File: src/rtl/mm_serial_pkg.sv
package mm_serial_pkg;

  typedef enum logic [1:0] {
    FM_SHORT_A = 2'b00,
    FM_SHORT   = 2'b01,
    FM_LONG_FX = 2'b10,
    FM_LONG_VR = 2'b11
  } frame_mode_e;

  function automatic logic vote3(input logic a, input logic b, input logic c);
    return (a & b) | (a & c) | (b & c);
  endfunction

  function automatic logic is_long(input logic [1:0] m);
    return m[1];
  endfunction

endpackage

File: src/rtl/mm_serial_tick.sv
module mm_serial_tick
  import mm_serial_pkg::*;
(
  input  logic       clk,
  input  logic       rst_n,
  input  logic [1:0] frame_mode,
  input  logic       fix_slow,
  input  logic       var_tick,
  output logic       tick
);

  logic ph_q, ph_d;
  logic fixed_src;

  always_comb begin
    ph_d      = ~ph_q;
    fixed_src = (frame_mode == FM_LONG_FX);
    tick      = fixed_src ? (fix_slow ? ph_q : 1'b1) : var_tick;
  end

  always_ff @(posedge clk or negedge rst_n) begin
    if (!rst_n) ph_q <= 1'b0;
    else        ph_q <= ph_d;
  end

  // the halved clock rate never gives two ticks in a row
  a_r5_slow_spacing: assert property (@(posedge clk) disable iff (!rst_n)
    (fixed_src && fix_slow && tick) |=>
      (!tick || !$stable(frame_mode) || !$stable(fix_slow)));

endmodule

File: src/rtl/mm_serial_tx.sv
module mm_serial_tx #(
  parameter int DW  = 8,
  parameter int OVS = 16
) (
  input  logic          clk,
  input  logic          rst_n,
  input  logic          tick,
  input  logic          long_frame,
  input  logic          wr,
  input  logic [DW-1:0] data,
  input  logic          bit9,
  input  logic          clr_done,
  output logic          txd,
  output logic          done
);

  localparam int CW = $clog2(OVS);
  localparam int FW = DW + 3;
  localparam int BW = $clog2(FW);
  localparam logic [CW-1:0] TC_END = CW'(OVS - 1);
  localparam logic [BW-1:0] LAST_S = BW'(DW + 1);
  localparam logic [BW-1:0] LAST_L = BW'(DW + 2);

  logic          busy_q, busy_d;
  logic          f11_q, f11_d;
  logic [FW-1:0] sh_q, sh_d;
  logic [CW-1:0] tc_q, tc_d;
  logic [BW-1:0] bc_q, bc_d;
  logic          done_q, done_d;
  logic          done_set;
  logic [BW-1:0] last_idx;

  always_comb begin
    busy_d   = busy_q;
    f11_d    = f11_q;
    sh_d     = sh_q;
    tc_d     = tc_q;
    bc_d     = bc_q;
    done_set = 1'b0;
    last_idx = f11_q ? LAST_L : LAST_S;
    if (!busy_q) begin
      if (wr) begin
        busy_d = 1'b1;
        f11_d  = long_frame;
        sh_d   = {1'b1, (long_frame ? bit9 : 1'b1), data, 1'b0};
        tc_d   = '0;
        bc_d   = '0;
      end
    end else if (tick) begin
      if (tc_q == TC_END) begin
        tc_d = '0;
        sh_d = {1'b1, sh_q[FW-1:1]};
        if (bc_q == last_idx) begin
          busy_d   = 1'b0;
          done_set = 1'b1;
        end else begin
          bc_d = bc_q + 1'b1;
        end
      end else begin
        tc_d = tc_q + 1'b1;
      end
    end
    done_d = done_set ? 1'b1 : (clr_done ? 1'b0 : done_q);
  end

  always_ff @(posedge clk or negedge rst_n) begin
    if (!rst_n) begin
      busy_q <= 1'b0;
      f11_q  <= 1'b0;
      sh_q   <= '1;
      tc_q   <= '0;
      bc_q   <= '0;
      done_q <= 1'b0;
    end else begin
      busy_q <= busy_d;
      f11_q  <= f11_d;
      sh_q   <= sh_d;
      tc_q   <= tc_d;
      bc_q   <= bc_d;
      done_q <= done_d;
    end
  end

  assign txd  = busy_q ? sh_q[0] : 1'b1;
  assign done = done_q;

  // every frame opens with a low start bit
  a_r1_start_low: assert property (@(posedge clk) disable iff (!rst_n)
    $rose(busy_q) |-> !txd);

  // a write during a frame leaves the frame untouched
  a_r11_no_reload: assert property (@(posedge clk) disable iff (!rst_n)
    (busy_q && wr && !tick) |=> $stable(sh_q));

  // transmit-done holds until cleared
  a_r10_tx_done_hold: assert property (@(posedge clk) disable iff (!rst_n)
    (done_q && !clr_done) |=> done_q);

endmodule

File: src/rtl/mm_serial_rx.sv
module mm_serial_rx
  import mm_serial_pkg::*;
#(
  parameter int DW  = 8,
  parameter int OVS = 16
) (
  input  logic          clk,
  input  logic          rst_n,
  input  logic          tick,
  input  logic          long_frame,
  input  logic          rxd,
  input  logic          clr_done,
  input  logic          clr_fe,
  output logic [DW-1:0] data,
  output logic          bit9,
  output logic          done,
  output logic          fe
);

  localparam int CW  = $clog2(OVS);
  localparam int BW  = $clog2(DW + 3);
  localparam int MID = OVS / 2;
  localparam logic [CW-1:0] SC_A   = CW'(MID - 1);
  localparam logic [CW-1:0] SC_B   = CW'(MID);
  localparam logic [CW-1:0] SC_C   = CW'(MID + 1);
  localparam logic [CW-1:0] SC_END = CW'(OVS - 1);
  localparam logic [BW-1:0] LAST_S = BW'(DW + 1);
  localparam logic [BW-1:0] LAST_L = BW'(DW + 2);
  localparam logic [BW-1:0] DATA_HI = BW'(DW);

  logic          s1_q, rxs_q;
  logic          run_q, run_d;
  logic          f11_q, f11_d;
  logic [CW-1:0] sc_q, sc_d;
  logic [BW-1:0] bi_q, bi_d;
  logic [1:0]    vote_q, vote_d;
  logic [DW-1:0] dsh_q, dsh_d;
  logic          b9_q, b9_d;
  logic [DW-1:0] data_q, data_d;
  logic          rb9_q, rb9_d;
  logic          done_q, done_d, done_set;
  logic          fe_q, fe_d, fe_set;
  logic          bitv;
  logic [BW-1:0] last_idx;

  always_comb begin
    run_d    = run_q;
    f11_d    = f11_q;
    sc_d     = sc_q;
    bi_d     = bi_q;
    vote_d   = vote_q;
    dsh_d    = dsh_q;
    b9_d     = b9_q;
    data_d   = data_q;
    rb9_d    = rb9_q;
    done_set = 1'b0;
    fe_set   = 1'b0;
    bitv     = vote3(vote_q[1], vote_q[0], rxs_q);
    last_idx = f11_q ? LAST_L : LAST_S;
    if (!run_q) begin
      if (tick && !rxs_q) begin
        run_d = 1'b1;
        f11_d = long_frame;
        sc_d  = CW'(1);
        bi_d  = '0;
      end
    end else if (tick) begin
      if (sc_q == SC_END) begin
        sc_d = '0;
        bi_d = bi_q + 1'b1;
      end else begin
        sc_d = sc_q + 1'b1;
      end
      if (sc_q == SC_A || sc_q == SC_B) vote_d = {vote_q[0], rxs_q};
      if (sc_q == SC_C) begin
        if (bi_q == '0) begin
          if (bitv) run_d = 1'b0;
        end else if (bi_q == last_idx) begin
          run_d    = 1'b0;
          data_d   = dsh_q;
          rb9_d    = f11_q ? b9_q : bitv;
          done_set = 1'b1;
          fe_set   = !bitv;
        end else if (bi_q <= DATA_HI) begin
          dsh_d = {bitv, dsh_q[DW-1:1]};
        end else begin
          b9_d = bitv;
        end
      end
    end
    done_d = done_set ? 1'b1 : (clr_done ? 1'b0 : done_q);
    fe_d   = fe_set   ? 1'b1 : (clr_fe   ? 1'b0 : fe_q);
  end

  always_ff @(posedge clk or negedge rst_n) begin
    if (!rst_n) begin
      s1_q   <= 1'b1;
      rxs_q  <= 1'b1;
      run_q  <= 1'b0;
      f11_q  <= 1'b0;
      sc_q   <= '0;
      bi_q   <= '0;
      vote_q <= '0;
      dsh_q  <= '0;
      b9_q   <= 1'b0;
      data_q <= '0;
      rb9_q  <= 1'b0;
      done_q <= 1'b0;
      fe_q   <= 1'b0;
    end else begin
      s1_q   <= rxd;
      rxs_q  <= s1_q;
      run_q  <= run_d;
      f11_q  <= f11_d;
      sc_q   <= sc_d;
      bi_q   <= bi_d;
      vote_q <= vote_d;
      dsh_q  <= dsh_d;
      b9_q   <= b9_d;
      data_q <= data_d;
      rb9_q  <= rb9_d;
      done_q <= done_d;
      fe_q   <= fe_d;
    end
  end

  assign data = data_q;
  assign bit9 = rb9_q;
  assign done = done_q;
  assign fe   = fe_q;

  // a start bit voted high drops back to idle with no completion
  a_r9_false_start: assert property (@(posedge clk) disable iff (!rst_n)
    (run_q && tick && sc_q == SC_C && bi_q == '0 && bitv) |=>
      (!run_q && !$rose(done_q)));

  // framing error is sticky until its clear
  a_r6_fe_sticky: assert property (@(posedge clk) disable iff (!rst_n)
    (fe_q && !clr_fe) |=> fe_q);

  // receive-done holds until cleared
  a_r10_rx_done_hold: assert property (@(posedge clk) disable iff (!rst_n)
    (done_q && !clr_done) |=> done_q);

endmodule

File: src/rtl/mm_serial_port.sv
module mm_serial_port
  import mm_serial_pkg::*;
#(
  parameter int DW  = 8,
  parameter int OVS = 16
) (
  input  logic          clk,
  input  logic          rst_n,
  input  logic [1:0]    frame_mode,
  input  logic          fix_slow,
  input  logic          fe_vis,
  input  logic          var_tick,
  input  logic          tx_wr,
  input  logic [DW-1:0] tx_data,
  input  logic          tx_bit9,
  input  logic          clr_tx_done,
  input  logic          clr_rx_done,
  input  logic          clr_fe,
  input  logic          rxd,
  output logic          txd,
  output logic [DW-1:0] rx_data,
  output logic          rx_bit9,
  output logic          tx_done,
  output logic          rx_done,
  output logic          fe_flag,
  output logic          ctrl_top
);

  logic rst_m_q, rst_s_q;
  logic tick;
  logic long_frame;

  always_ff @(posedge clk or negedge rst_n) begin
    if (!rst_n) begin
      rst_m_q <= 1'b0;
      rst_s_q <= 1'b0;
    end else begin
      rst_m_q <= 1'b1;
      rst_s_q <= rst_m_q;
    end
  end

  assign long_frame = is_long(frame_mode);

  mm_serial_tick u_tick (
    .clk        (clk),
    .rst_n      (rst_s_q),
    .frame_mode (frame_mode),
    .fix_slow   (fix_slow),
    .var_tick   (var_tick),
    .tick       (tick)
  );

  mm_serial_tx #(.DW(DW), .OVS(OVS)) u_tx (
    .clk        (clk),
    .rst_n      (rst_s_q),
    .tick       (tick),
    .long_frame (long_frame),
    .wr         (tx_wr),
    .data       (tx_data),
    .bit9       (tx_bit9),
    .clr_done   (clr_tx_done),
    .txd        (txd),
    .done       (tx_done)
  );

  mm_serial_rx #(.DW(DW), .OVS(OVS)) u_rx (
    .clk        (clk),
    .rst_n      (rst_s_q),
    .tick       (tick),
    .long_frame (long_frame),
    .rxd        (rxd),
    .clr_done   (clr_rx_done),
    .clr_fe     (clr_fe),
    .data       (rx_data),
    .bit9       (rx_bit9),
    .done       (rx_done),
    .fe         (fe_flag)
  );

  // readback bit shows framing error or mode bit 0
  assign ctrl_top = fe_vis ? fe_flag : frame_mode[0];

endmodule

File: config.mk
export PLATFORM = sky130hd
export DESIGN_NAME = mm_serial_port
export DESIGN_NICKNAME = d
export VERILOG_FILES = /design/src/rtl/mm_serial_pkg.sv /design/src/rtl/mm_serial_tick.sv /design/src/rtl/mm_serial_tx.sv /design/src/rtl/mm_serial_rx.sv /design/src/rtl/mm_serial_port.sv
export SDC_FILE = /design/constraint.sdc
export NUM_CORES = 1
export LEC_CHECK = 0
export ABC_AREA = 1
export CAP_MARGIN = 20
export CORE_MARGIN = 2
export CORE_UTILIZATION = 30
export DETAILED_ROUTE_END_ITERATION = 10
export DONT_BUFFER_PORTS = 1
export PLACE_DENSITY = 0.44
export RECOVER_POWER = 100
export SYNTH_ARGS = -nofsm -noshare
export SYNTH_HDL_FRONTEND = slang
export SYNTH_HIERARCHICAL = 1
export SYNTH_SLANG_ARGS = --single-unit
File: constraint.sdc
create_clock -name clk -period 2.95 [get_ports clk]
set_input_delay 0.295 -clock clk [delete_from_list [all_inputs] [get_ports clk]]
set_output_delay 0.295 -clock clk [all_outputs]
set_load 0.005 [all_outputs]
==> impl_results.html <==
<table>
<tr><th>Metric</th><th>Value</th></tr>
<tr><th colspan="2">Placement</th></tr>
<tr><td>Detail Placement HPWL</td><td>just over 4000 um</td></tr>
<tr><td>Buffers added on ports</td><td>0</td></tr>
<tr><td>Cell area reported after detailed placement</td><td>between 3000 and 4000 um2</td></tr>
<tr><td>GPL Wtd Cong</td><td>0.765</td></tr>
<tr><td>Number of placed cells counting well taps</td><td>between 400 and 500</td></tr>
<tr><th colspan="2">STA</th></tr>
<tr><td>Hold Fails Final Rpt</td><td>0</td></tr>
<tr><td>Total of endpoints with negative setup slack in the final report</td><td>0</td></tr>
<tr><td>Tmin final</td><td>roughly 2100 ps</td></tr>
<tr><td>Unrepaired setup endpoints after global routing</td><td>no</td></tr>
<tr><td>Fin crit share</td><td>a little under three quarters</td></tr>
<tr><td>Highest clock frequency the design can meet</td><td>between 400 and 500 MHz</td></tr>
<tr><td>Final-layout setup total negative slack</td><td>0 ps</td></tr>
<tr><td>Pin slew with the least headroom to its limit</td><td>between 1000 and 1500 ps</td></tr>
<tr><td>Number of slew-limit violations in the final report</td><td>0</td></tr>
<tr><td>Clock Skews</td><td>about 5.5 ps</td></tr>
<tr><td>Worst Hold Margin</td><td>59.6 ps</td></tr>
<tr><td>Slew HR</td><td>around 3.8%</td></tr>
<tr><th colspan="2">Global route</th></tr>
<tr><td>Grt total ovfl</td><td>0</td></tr>
<tr><td>Total track usage</td><td>12.4%</td></tr>
<tr><td>Number of antenna violations at the first check in global routing</td><td>0</td></tr>
<tr><td>Via count of the first global-routing pass</td><td>about 2200</td></tr>
<tr><td>Maximum number of pins on one net before global-route repair</td><td>between 50 and 60</td></tr>
<tr><td>First-pass GRT wire length</td><td>between 10000 and 15000 um</td></tr>
<tr><th colspan="2">Clocking</th></tr>
<tr><td>Clock Latency Late Sink</td><td>between 300 and 400 ps</td></tr>
<tr><td>Buffers inserted by post-CTS timing repair</td><td>0</td></tr>
<tr><td>Number of clock sinks seen by CTS</td><td>between 50 and 60</td></tr>
<tr><td>CTS tree</td><td>yes</td></tr>
<tr><td>Number of buffers inserted during clock tree synthesis</td><td>9</td></tr>
<tr><td>Worst-case clock buffer depth</td><td>2</td></tr>
<tr><td>H-tree depth reported by CTS</td><td>3</td></tr>
<tr><td>Root Buffer Master</td><td>clkbuf_8</td></tr>
<tr><td>CTS clock-pin slew for the worst setup and hold paths</td><td>around 70 ps</td></tr>
<tr><th colspan="2">Drt</th></tr>
<tr><td>DR DRC count</td><td>0</td></tr>
<tr><td>Wire length per cell</td><td>~12 um</td></tr>
<tr><td>Pre-antenna DRT Iters</td><td>4</td></tr>
<tr><td>Via count</td><td>around 2200</td></tr>
<tr><td>Wirelength, routed</td><td>between 5000 and 6000 um</td></tr>
<tr><td>Avg Vias per Cell</td><td>4.36</td></tr>
<tr><td>DRC marker count from the first detailed-route iteration</td><td>86</td></tr>
<tr><td>Number of nets still failing antenna checks after routing</td><td>0</td></tr>
<tr><th colspan="2">Worst setup path</th></tr>
<tr><td>Highest-delay cell along the critical path</td><td>clkbuf_1</td></tr>
<tr><td>Critical path's largest stage delay</td><td>560 ps</td></tr>
<tr><td>Launching element type of the critical path</td><td>flop</td></tr>
<tr><td>Crit path top cell by count</td><td>nand2_1</td></tr>
<tr><td>R2R Path End</td><td>u_tx/bc_q[3]$_DFFE_PN0P_</td></tr>
<tr><td>Category of the most critical setup path</td><td>reg2reg</td></tr>
<tr><td>Critical Path, Cell by Cell</td><td>clkbuf_1 &gt; inv_8 &gt; nand2_1 &gt; nand2_4 &gt; nand2_4 &gt; inv_6 &gt; nand2_1 &gt; nand2_1 &gt; nand2_1</td></tr>
<tr><td>Startpoint of the worst register-to-register path</td><td>u_tx/busy_q$_DFF_PN0_</td></tr>
<tr><td>Category of cells accounting for the largest share of critical-path delay</td><td>simple AND/OR/NAND/NOR gates</td></tr>
<tr><td>Worst Path Required</td><td>3220 ps</td></tr>
<tr><td>Worst setup EP type</td><td>flop</td></tr>
<tr><td>Worst R2R Path Depth</td><td>9</td></tr>
<tr><td>Crit path buf inv count</td><td>3</td></tr>
<tr><td>Register-to-Register Setup Slack</td><td>approximately 860 ps</td></tr>
<tr><td>Highest fanout seen on the critical path</td><td>16</td></tr>
<tr><td>Worst endpoint data arrival time</td><td>2360 ps</td></tr>
<tr><th colspan="2">Cells and area</th></tr>
<tr><td>Most common library cell in the layout ignoring fill and taps</td><td>nand2_1</td></tr>
<tr><td>Area of all sequential standard cells</td><td>1470 um2</td></tr>
<tr><td>Top library cells by usage in the layout, fill and taps aside</td><td>nand2_1, dfrtp_1, inv_1</td></tr>
<tr><td>Layout cells sized above 1</td><td>~12%</td></tr>
<tr><td>Final Net Count</td><td>385</td></tr>
<tr><td>Ant. Diodes</td><td>0</td></tr>
<tr><td>Final std cell area, no fill</td><td>between 3000 and 4000 um2</td></tr>
<tr><td>Number of filler cells placed in the layout</td><td>roughly 1100</td></tr>
<tr><td>Area growth from synthesis to layout</td><td>8.64%</td></tr>
<tr><td>Count of placed standard cells in the final layout, fillers left out</td><td>495</td></tr>
<tr><td>Multi-input gate area in the final layout</td><td>between 1000 and 1500 um2</td></tr>
<tr><td>Final Core Density</td><td>around a third</td></tr>
<tr><th colspan="2">Floorplan</th></tr>
<tr><td>Floorplan core area</td><td>just under 10000 um2</td></tr>
<tr><td>Vert. Die Dim</td><td>around 100 um</td></tr>
<tr><td>Effective utilization at floorplan</td><td>30.5%</td></tr>
<tr><td>Number of core rows</td><td>36</td></tr>
<tr><td>Number of top-level pins</td><td>35</td></tr>
<tr><td>Area enclosed by the die boundary</td><td>~11000 um2</td></tr>
<tr><td>Die W</td><td>between 100 and 150 um</td></tr>
<tr><th colspan="2">Job</th></tr>
<tr><td>Max-cap violation count</td><td>0</td></tr>
<tr><th colspan="2">Pwr</th></tr>
<tr><td>Leakage dissipation</td><td>1.63 nW</td></tr>
<tr><td>Worst IR drop on VDD</td><td>~0.22 mV</td></tr>
<tr><td>Total internal power</td><td>approximately 1.7 mW</td></tr>
<tr><td>P_sw</td><td>about 850 uW</td></tr>
<tr><td>Switch share</td><td>between 30% and 40%</td></tr>
<tr><td>Power per cell area</td><td>around 790 nW/um2</td></tr>
<tr><td>Seq pwr share</td><td>46.7%</td></tr>
<tr><td>Portion of total power attributed to combinational logic</td><td>between 20% and 30%</td></tr>
<tr><td>Power share of the clock group</td><td>30.5%</td></tr>
<tr><th colspan="2">Logic synthesis</th></tr>
<tr><td>Most instantiated flip-flop cell in the synthesis netlist</td><td>dfrtp_1</td></tr>
<tr><td>Mapped Avg Cell Area</td><td>between 8 and 9 um2</td></tr>
<tr><td>Number of warnings reported in the yosys synthesis log</td><td>6</td></tr>
<tr><td>Nets in the synthesized netlist</td><td>roughly 380</td></tr>
<tr><td>Count of mapped cells out of synthesis</td><td>350</td></tr>
<tr><td>Total of flip-flops plus latches after synthesis</td><td>58</td></tr>
<tr><td>Ys async rst share</td><td>between 90% and 100%</td></tr>
<tr><td>Number of distinct library cell variants in the gate-level netlist after synthesis</td><td>36</td></tr>
<tr><td>Cell area after synthesis</td><td>between 2000 and 3000 um2</td></tr>
<tr><td>Count of flip-flops with a built-in enable after synthesis</td><td>0</td></tr>
<tr><td>Sequential fraction of the synthesis area</td><td>49.9%</td></tr>
<tr><th colspan="2">Worst hold path</th></tr>
<tr><td>Number of stages on the worst hold path</td><td>1</td></tr>
<tr><td>Worst Min Path Start</td><td>clr_tx_done</td></tr>
<tr><td>Hold worst-path end</td><td>u_tx/done$_DFFE_PN0P_</td></tr>
<tr><td>Worst Hold Class</td><td>in2reg</td></tr>
<tr><th colspan="2">Outcome</th></tr>
<tr><td>Outcome</td><td>finished clean</td></tr>
</table>
==> cells in the mapped netlist, types with 2 or more instances <==
library cell,number,share of area [%]
xnor2_1,2,0.60
ha_1,7,3.0
nand2_4,3,1.1
xor2_1,2,0.60
nand4_1,11,2.3
dfstp_2,12,11
nand3_1,23,3.9
o21ai_0,19,3.2
inv_2,3,0.38
buf_2,2,0.34
nor2_1,14,1.8
buf_6,4,1.5
nor2_2,4,0.85
inv_1,28,3.6
nand2_1,142,18
nand3_2,5,1.7
dfrtp_1,46,39
o21ai_2,3,0.89
a21oi_1,3,0.51
==> how the worst max path moves through the flow <==
stage                                      endpoint  slack, ps  cells past startpoint                  start
after global placement     u_rx/data[4]$_DFFE_PN0P_       1190                     10  u_tick/ph_q$_DFF_PN0_
after detailed placement  u_rx/dsh_q[3]$_DFFE_PN0P_       1170                      9  u_tick/ph_q$_DFF_PN0_
after global routing       u_tx/bc_q[3]$_DFFE_PN0P_        610                      9  u_tx/busy_q$_DFF_PN0_
final                      u_tx/bc_q[3]$_DFFE_PN0P_        860                      9  u_tx/busy_q$_DFF_PN0_
after floorplan               u_rx/b9_q$_DFFE_PN0P_       1240                      0      rst_s_q$_DFF_PN0_
after CTS                  u_rx/data[4]$_DFFE_PN0P_       1150                     10  u_tick/ph_q$_DFF_PN0_
==> flip-flops by register name, indices dropped and copies added, names as in the netlist, 2 cells and up <==
| signal | flops |
|---|---|
| u_rx/vote_q | 2 |
| u_tx/bc_q | 4 |
| u_rx/bi_q | 4 |
| u_rx/dsh_q | 8 |
| u_tx/tc_q | 4 |
| u_rx/data | 8 |
| u_tx/sh_q | 10 |
| u_rx/sc_q | 4 |
==> through the flow <==
stage / total power, mW / worst slack (ps)
floorplan: 1.67 / 1240
global placement: 1.79 / 1190
detailed placement: 1.79 / 1170
CTS: 2.58 / 1150
global route: 2.72 / 612
finish: 2.51 / 856
==> power groups by stage <==
stage	logic [mW]	clock network, mW	registers, mW
floorplan	0.523	0	1.14
global placement	0.605	0	1.18
detailed placement	0.607	0	1.19
CTS	0.611	0.796	1.17
global route	0.687	0.833	1.20
finish	0.574	0.764	1.17
==> kinds of logic (layout without fill, tap and decap cells) <==
group | count (synthesis) | count (layout) | synth area share [%]
mux | 1 | 1 | 0.341
flops | 58 | 58 | 49.9
simple gates | 208 | 208 | 32.1
xor+xnor | 4 | 4 | 1.19
buf+inv | 41 | 53 | 7.28
fa+ha+maj | 7 | 7 | 2.98
compound gates | 30 | 30 | 6.09
other cells | 1 | 1 | 0.128
==> routing by layer <==
| metal | global-route usage (%) | up-vias | share of wire, % |
|---|---|---|---|
| met5 | 0 | - | 0 |
| met4 | 5.77 | 0 | 1.3 |
| met3 | 2.98 | 6 | 3.7 |
| met2 | 19.6 | 33 | 45 |
| met1 | 16.0 | 992 | 50 |
| li1 | - | 1127 | - |
==> final cells by class <==
class	count	area share, %
clock buffer	11	4.74
clock inverter	5	1.65
inverter	33	4.27
multi-input combinational	251	37.3
sequential	58	46.0
tap	133	5.21
timing repair buffer	4	0.901
==> timing repair <==
item                                   CTS  global route
hold buffers                             2             0
endpoints found under the hold margin    3             0
gates resized for setup                  0             0
Power figures use the tool's default switching activity.
